==> src/rtl/bic_pkg.sv <==
// Package: shared constants for the board interrupt level aggregator.
// Assumes byte offsets inside a 64-byte window and a fixed source table.
package bic_pkg;
    localparam int DATA_W   = 16;
    localparam int ADDR_W   = 6;
    localparam int LVL_W    = 4;
    localparam int NUM_SRC  = 13;

    localparam logic [ADDR_W-1:0] OFS_ENABLE = 6'h00;
    localparam logic [ADDR_W-1:0] OFS_PWROFF = 6'h30;
    localparam logic [ADDR_W-1:0] OFS_IDENT  = 6'h32;
    localparam logic [ADDR_W-1:0] OFS_LATCH  = 6'h36;

    localparam logic [DATA_W-1:0] IDENT_WORD = 16'h0010;

    // Enable bit that gates the source with priority number prio.
    function automatic int enable_bit_of(input int prio);
        case (prio)
            0:       return 11;
            1:       return 9;
            2:       return 8;
            3:       return 12;
            4:       return 10;
            5:       return 6;
            6:       return 5;
            7:       return 4;
            8:       return 7;
            9:       return 14;
            10:      return 13;
            11:      return 0;
            default: return 15;
        endcase
    endfunction
endpackage

==> src/rtl/bic_src_map.sv <==
// Module: places each source level onto its enable-bit position in a
// 16-bit monitor word. Assumes sources are already synchronous to clk.
module bic_src_map
    import bic_pkg::*;
#(
    parameter int N_SRC = NUM_SRC,
    parameter int W     = DATA_W
) (
    input  logic [N_SRC-1:0] src,
    output logic [W-1:0]     monitor
);
    logic [N_SRC-1:0][W-1:0] one_hot;

    // Each source drives a one-hot word at its enable position.
    for (genvar p = 0; p < N_SRC; p++) begin : g_place
        localparam int BIT = enable_bit_of(p);
        assign one_hot[p] = src[p] ? W'(1) << BIT : '0;
    end

    // Merge the per-source words into the monitor word.
    always_comb begin
        monitor = '0;
        for (int p = 0; p < N_SRC; p++) monitor |= one_hot[p];
    end
endmodule

==> src/rtl/bic_prio_sel.sv <==
// Module: finds the lowest priority number whose monitor and enable bits
// are both set, and returns its 4-bit inverse (0 when none). Purely combinational.
module bic_prio_sel
    import bic_pkg::*;
#(
    parameter int N_SRC = NUM_SRC,
    parameter int W     = DATA_W,
    parameter int LW    = LVL_W
) (
    input  logic [W-1:0]  monitor,
    input  logic [W-1:0]  enable,
    output logic [LW-1:0] level_n
);
    localparam logic [LW-1:0] IDLE = {LW{1'b1}};

    logic [W-1:0]     pending;
    logic [N_SRC-1:0] hit;
    logic [LW-1:0]    winner;
    logic             unused_pending;

    assign pending        = monitor & enable;
    assign unused_pending = ^pending;

    // Gather each priority's pending flag from its table position.
    for (genvar p = 0; p < N_SRC; p++) begin : g_hit
        localparam int BIT = enable_bit_of(p);
        assign hit[p] = pending[BIT];
    end

    // Scan from the least urgent upward so the smallest number wins.
    always_comb begin
        winner = IDLE;
        for (int p = N_SRC - 1; p >= 0; p--) begin
            if (hit[p]) winner = LW'(p);
        end
    end

    assign level_n = winner ^ IDLE;
endmodule

==> src/rtl/bic_regs.sv <==
// Module: register window holding the enable word, output latch, power-off
// trigger and identification word. Assumes a single-cycle write strobe.
module bic_regs
    import bic_pkg::*;
#(
    parameter int W  = DATA_W,
    parameter int AW = ADDR_W
) (
    input  logic          clk,
    input  logic          rst_n,
    input  logic [AW-1:0] reg_addr,
    input  logic          reg_we,
    input  logic [W-1:0]  reg_wdata,
    output logic [W-1:0]  reg_rdata,
    output logic [W-1:0]  enable_q,
    output logic          shutdown_q
);
    logic [W-1:0] latch_q;
    logic sel_enable, sel_latch, sel_pwroff, sel_ident;

    assign sel_enable = (reg_addr == AW'(OFS_ENABLE));
    assign sel_latch  = (reg_addr == AW'(OFS_LATCH));
    assign sel_pwroff = (reg_addr == AW'(OFS_PWROFF));
    assign sel_ident  = (reg_addr == AW'(OFS_IDENT));

    // Stores the enable word and the output latch on their writes.
    always_ff @(posedge clk) begin
        if (!rst_n) begin
            enable_q <= '0;
            latch_q  <= '0;
        end else if (reg_we) begin
            if (sel_enable) enable_q <= reg_wdata;
            if (sel_latch)  latch_q  <= reg_wdata;
        end
    end

    // Raises the shutdown pulse for one cycle per qualifying write.
    always_ff @(posedge clk) begin
        if (!rst_n) shutdown_q <= 1'b0;
        else        shutdown_q <= reg_we && sel_pwroff && reg_wdata[0];
    end

    // Returns the addressed word; unknown offsets and the trigger read 0.
    always_comb begin
        reg_rdata = '0;
        if (sel_enable)     reg_rdata = enable_q;
        else if (sel_latch) reg_rdata = latch_q;
        else if (sel_ident) reg_rdata = W'(IDENT_WORD);
    end

    assert_ident_read_R9: assert property (@(posedge clk) disable iff (!rst_n)
        sel_ident |-> reg_rdata == W'(IDENT_WORD));
    assert_pwroff_read_R8: assert property (@(posedge clk) disable iff (!rst_n)
        sel_pwroff |-> reg_rdata == '0);
    assert_pulse_cause_R8: assert property (@(posedge clk) disable iff (!rst_n)
        shutdown_q |-> $past(reg_we && sel_pwroff && reg_wdata[0]));
    assert_enable_hold_R10: assert property (@(posedge clk) disable iff (!rst_n)
        !(reg_we && sel_enable) |=> $stable(enable_q));
    assert_latch_hold_R7: assert property (@(posedge clk) disable iff (!rst_n)
        !(reg_we && sel_latch) |=> $stable(latch_q));
endmodule

==> src/rtl/board_int_ctrl.sv <==
// Module: top of the board interrupt level aggregator. Maps sources, gates
// them with the enable word, encodes the winner and registers the level.
// Assumes src_i is synchronous to clk.
module board_int_ctrl
    import bic_pkg::*;
#(
    parameter int N_SRC = NUM_SRC,
    parameter int W     = DATA_W,
    parameter int AW    = ADDR_W,
    parameter int LW    = LVL_W
) (
    input  logic             clk,
    input  logic             rst_n,
    input  logic [AW-1:0]    reg_addr,
    input  logic             reg_we,
    input  logic [W-1:0]     reg_wdata,
    output logic [W-1:0]     reg_rdata,
    input  logic [N_SRC-1:0] src_i,
    output logic [LW-1:0]    lvl_o,
    output logic             shutdown_o
);
    logic [W-1:0]  monitor;
    logic [W-1:0]  enable_q;
    logic [LW-1:0] level_next;

    bic_regs #(.W(W), .AW(AW)) u_regs (
        .clk        (clk),
        .rst_n      (rst_n),
        .reg_addr   (reg_addr),
        .reg_we     (reg_we),
        .reg_wdata  (reg_wdata),
        .reg_rdata  (reg_rdata),
        .enable_q   (enable_q),
        .shutdown_q (shutdown_o)
    );

    bic_src_map #(.N_SRC(N_SRC), .W(W)) u_map (
        .src     (src_i),
        .monitor (monitor)
    );

    bic_prio_sel #(.N_SRC(N_SRC), .W(W), .LW(LW)) u_sel (
        .monitor (monitor),
        .enable  (enable_q),
        .level_n (level_next)
    );

    // Registers the encoded level once so it moves one clock after its cause.
    always_ff @(posedge clk) begin
        if (!rst_n) lvl_o <= '0;
        else        lvl_o <= level_next;
    end

    assert_idle_zero_R4: assert property (@(posedge clk) disable iff (!rst_n)
        (enable_q == '0) |=> (lvl_o == '0));
    assert_top_wins_R3: assert property (@(posedge clk) disable iff (!rst_n)
        (src_i[0] && enable_q[enable_bit_of(0)]) |=> (lvl_o == {LW{1'b1}}));
    assert_no_src_R2: assert property (@(posedge clk) disable iff (!rst_n)
        (src_i == '0) |=> (lvl_o == '0));
endmodule

==> config.mk <==
export PLATFORM = sky130hd
export DESIGN_NAME = board_int_ctrl
export DESIGN_NICKNAME = d
export VERILOG_FILES = /design/src/rtl/bic_pkg.sv /design/src/rtl/bic_src_map.sv /design/src/rtl/bic_prio_sel.sv /design/src/rtl/bic_regs.sv /design/src/rtl/board_int_ctrl.sv
export SDC_FILE = /design/constraint.sdc
export NUM_CORES = 1
export LEC_CHECK = 0
export CAP_MARGIN = 10
export CELL_PAD_IN_SITES_DETAIL_PLACEMENT = 0
export CELL_PAD_IN_SITES_GLOBAL_PLACEMENT = 2
export CORE_MARGIN = 4
export CORE_UTILIZATION = 27
export DETAILED_ROUTE_END_ITERATION = 8
export GPL_ROUTABILITY_DRIVEN = 0
export GPL_TIMING_DRIVEN = 0
export PLACE_DENSITY = 0.89
export SLEW_MARGIN = 20
export SYNTH_ARGS = -nofsm -noshare
export SYNTH_HDL_FRONTEND = slang
export SYNTH_HIERARCHICAL = 1
export SYNTH_SLANG_ARGS = --single-unit
==> constraint.sdc <==
create_clock -name clk -period 2.5 [get_ports clk]
set_input_delay 0.375 -clock clk [delete_from_list [all_inputs] [get_ports clk]]
set_output_delay 0.375 -clock clk [all_outputs]
set_load 0.01 [all_outputs]
==> results_dict.tcl <==
set metrics [dict create \
    clkSinkCount 37 \
    drive_gt1_frac 0.200 \
    powerDensity_nw_per_um2 480 \
    final_util 0.394 \
    tns_ps 0 \
    multi_input_area_sq_um 951 \
    root_buffer "clkbuf_8" \
    drv_cap 0 \
    fin_ws_ps 75.4 \
    path_cells "dlygate4sd2_1 -> or4_4 -> nor3_4 -> buf_6 -> buf_4 -> a22o_1 -> clkdlybuf4s15_2" \
    dr.pass1.iters 4 \
    arrival_ps 2050 \
    mostFrequentLayoutCells "nand2_1 (62), dfxtp_1 (37), mux2i_1 (32)" \
    syn-cell-area_sq_um 1840 \
    hp-class "input port to register" \
    rr_worst_depth 5 \
    cts.htree.levels 2 \
    yosys_warnings 6 \
    reg2reg_setup_slack_ps 1190 \
    dieWidth_um 90.6 \
    dieArea_sq_um 8210 \
    pre_cts_ws_ps -1130 \
    clk_path_buf_depth 2 \
    diodes 0 \
    track_usage 0.131 \
    fin_cells 342 \
    hpwl_um 3800 \
    grt_setup_unrepaired "no" \
    end_kind "primary output" \
    crit_buf_inv 4 \
    leakage_nw 1.13 \
    final_common_cell "nand2_1" \
    layout.area.seq_sq_um 741 \
    drc 0 \
    grt_remaining_overflow 0 \
    synthCells 205 \
    rows 29 \
    start_util 0.284 \
    finalPower_mw 1.23 \
    timing.final.crit_share 0.970 \
    die_h_um 90.6 \
    hold_depth 3 \
    syn_area_per_cell_sq_um 8.99 \
    n_fill_cell 661 \
    critical_path_depth 7 \
    numCtsBuffers 5 \
    io_buffers 45 \
    tightest_slew_ps 529 \
    synth_nets 243 \
    path_class "input port to primary output" \
    cts_tree "yes" \
    critical_path.top_delay_family "simple AND/OR/NAND/NOR gates" \
    dp_cells 327 \
    fin_nets 302 \
    ant_nets 0 \
    start_kind "input port" \
    max_slew_margin 0.647 \
    fmax_ghz 0.412 \
    vias_per_cell 4.74 \
    num_io_pins 59 \
    drv_slew 0 \
    clk_pin_slew_ps 80 \
    grt_max_degree 14 \
    cp_max_fo 4 \
    coreArea_sq_um 6490 \
    hold_buffers 0 \
    clkLatencyLatePin_ps 290 \
    slowest_stage "or4_4" \
    clock-skew-final_ps 4.37 \
    crit_required_ps 2120 \
    syn_to_final_growth_pct 38.8 \
    wl_um 5150 \
    grt_pass1_vias 1712 \
    vias 1620 \
    irDropWorstVdd_v 0.000191 \
    setup_viol 0 \
    antenna_found_initial 0 \
    drt_iter0_drc 67 \
    fin_crit_ps 2420 \
    max_stage_delay_ps 560 \
    hold_viol 0 \
    run_status "finished clean" \
    wl_per_cell_um 15.0 \
    grt_pass1_wl_um 8550 \
]
[timing repair]
item,CTS,global route
endpoints found under the setup margin,16,12
pin swaps,2,2
resized for setup,58,2
cloned,1,0
buffers inserted,8,0
[worst paths after layout]
kind / startpoint / endpoint
max: reg_addr[0] / reg_rdata[15]
min: src_i[1] / lvl_o[0]
max reg2reg: u_regs/enable_q[14] / lvl_o[1]
min reg2reg: u_regs/latch_q[15] / u_regs/latch_q[15]
[power breakdown]
group,switching [mW],total (mW),internal [mW]
clock,0.229,0.528,0.299
combinational,0.0463,0.106,0.0593
sequential,0.00162,0.593,0.591
total,0.277,1.23,0.949
[state kept, by name, summed over array words and instances (netlist names)]
signal             cells
u_regs/shutdown_q      1
u_regs/latch_q        16
lvl_o                  4
u_regs/enable_q       16
[through the flow]
step                      hold WS [ps]  area, sq um
after floorplan                    430         1840
after global placement             438         2390
after detailed placement           448         2390
after CTS                          428         2570
after global routing               444         2560
final                              432         2560
[area by class of cell]
| type | count | share of cell area |
|---|---|---|
| flip-flops and latches | 37 | 0.290 |
| clock inverters | 3 | 0.0181 |
| clock buffers | 5 | 0.0269 |
| repair buffers | 53 | 0.188 |
| plain buffers | 23 | 0.0680 |
| multi-input cells | 144 | 0.372 |
| well taps | 77 | 0.0377 |
[worst reg2reg max path: stages (launching register included)]
cell and delay [ps]:
dfxtp_1 360, a22o_1 230, a41o_1 210, a21oi_1 160, o211ai_1 90, and2_1 160
[layer usage]
metal  share of wire  up-vias  GRT usage
li1                -      821          -
met1            0.46      745      0.172
met2            0.47       45      0.213
met3           0.047        9     0.0317
met4           0.018        0     0.0395
met5               0        -          0
No activity file was read; power rests on OpenSTA's default activity.
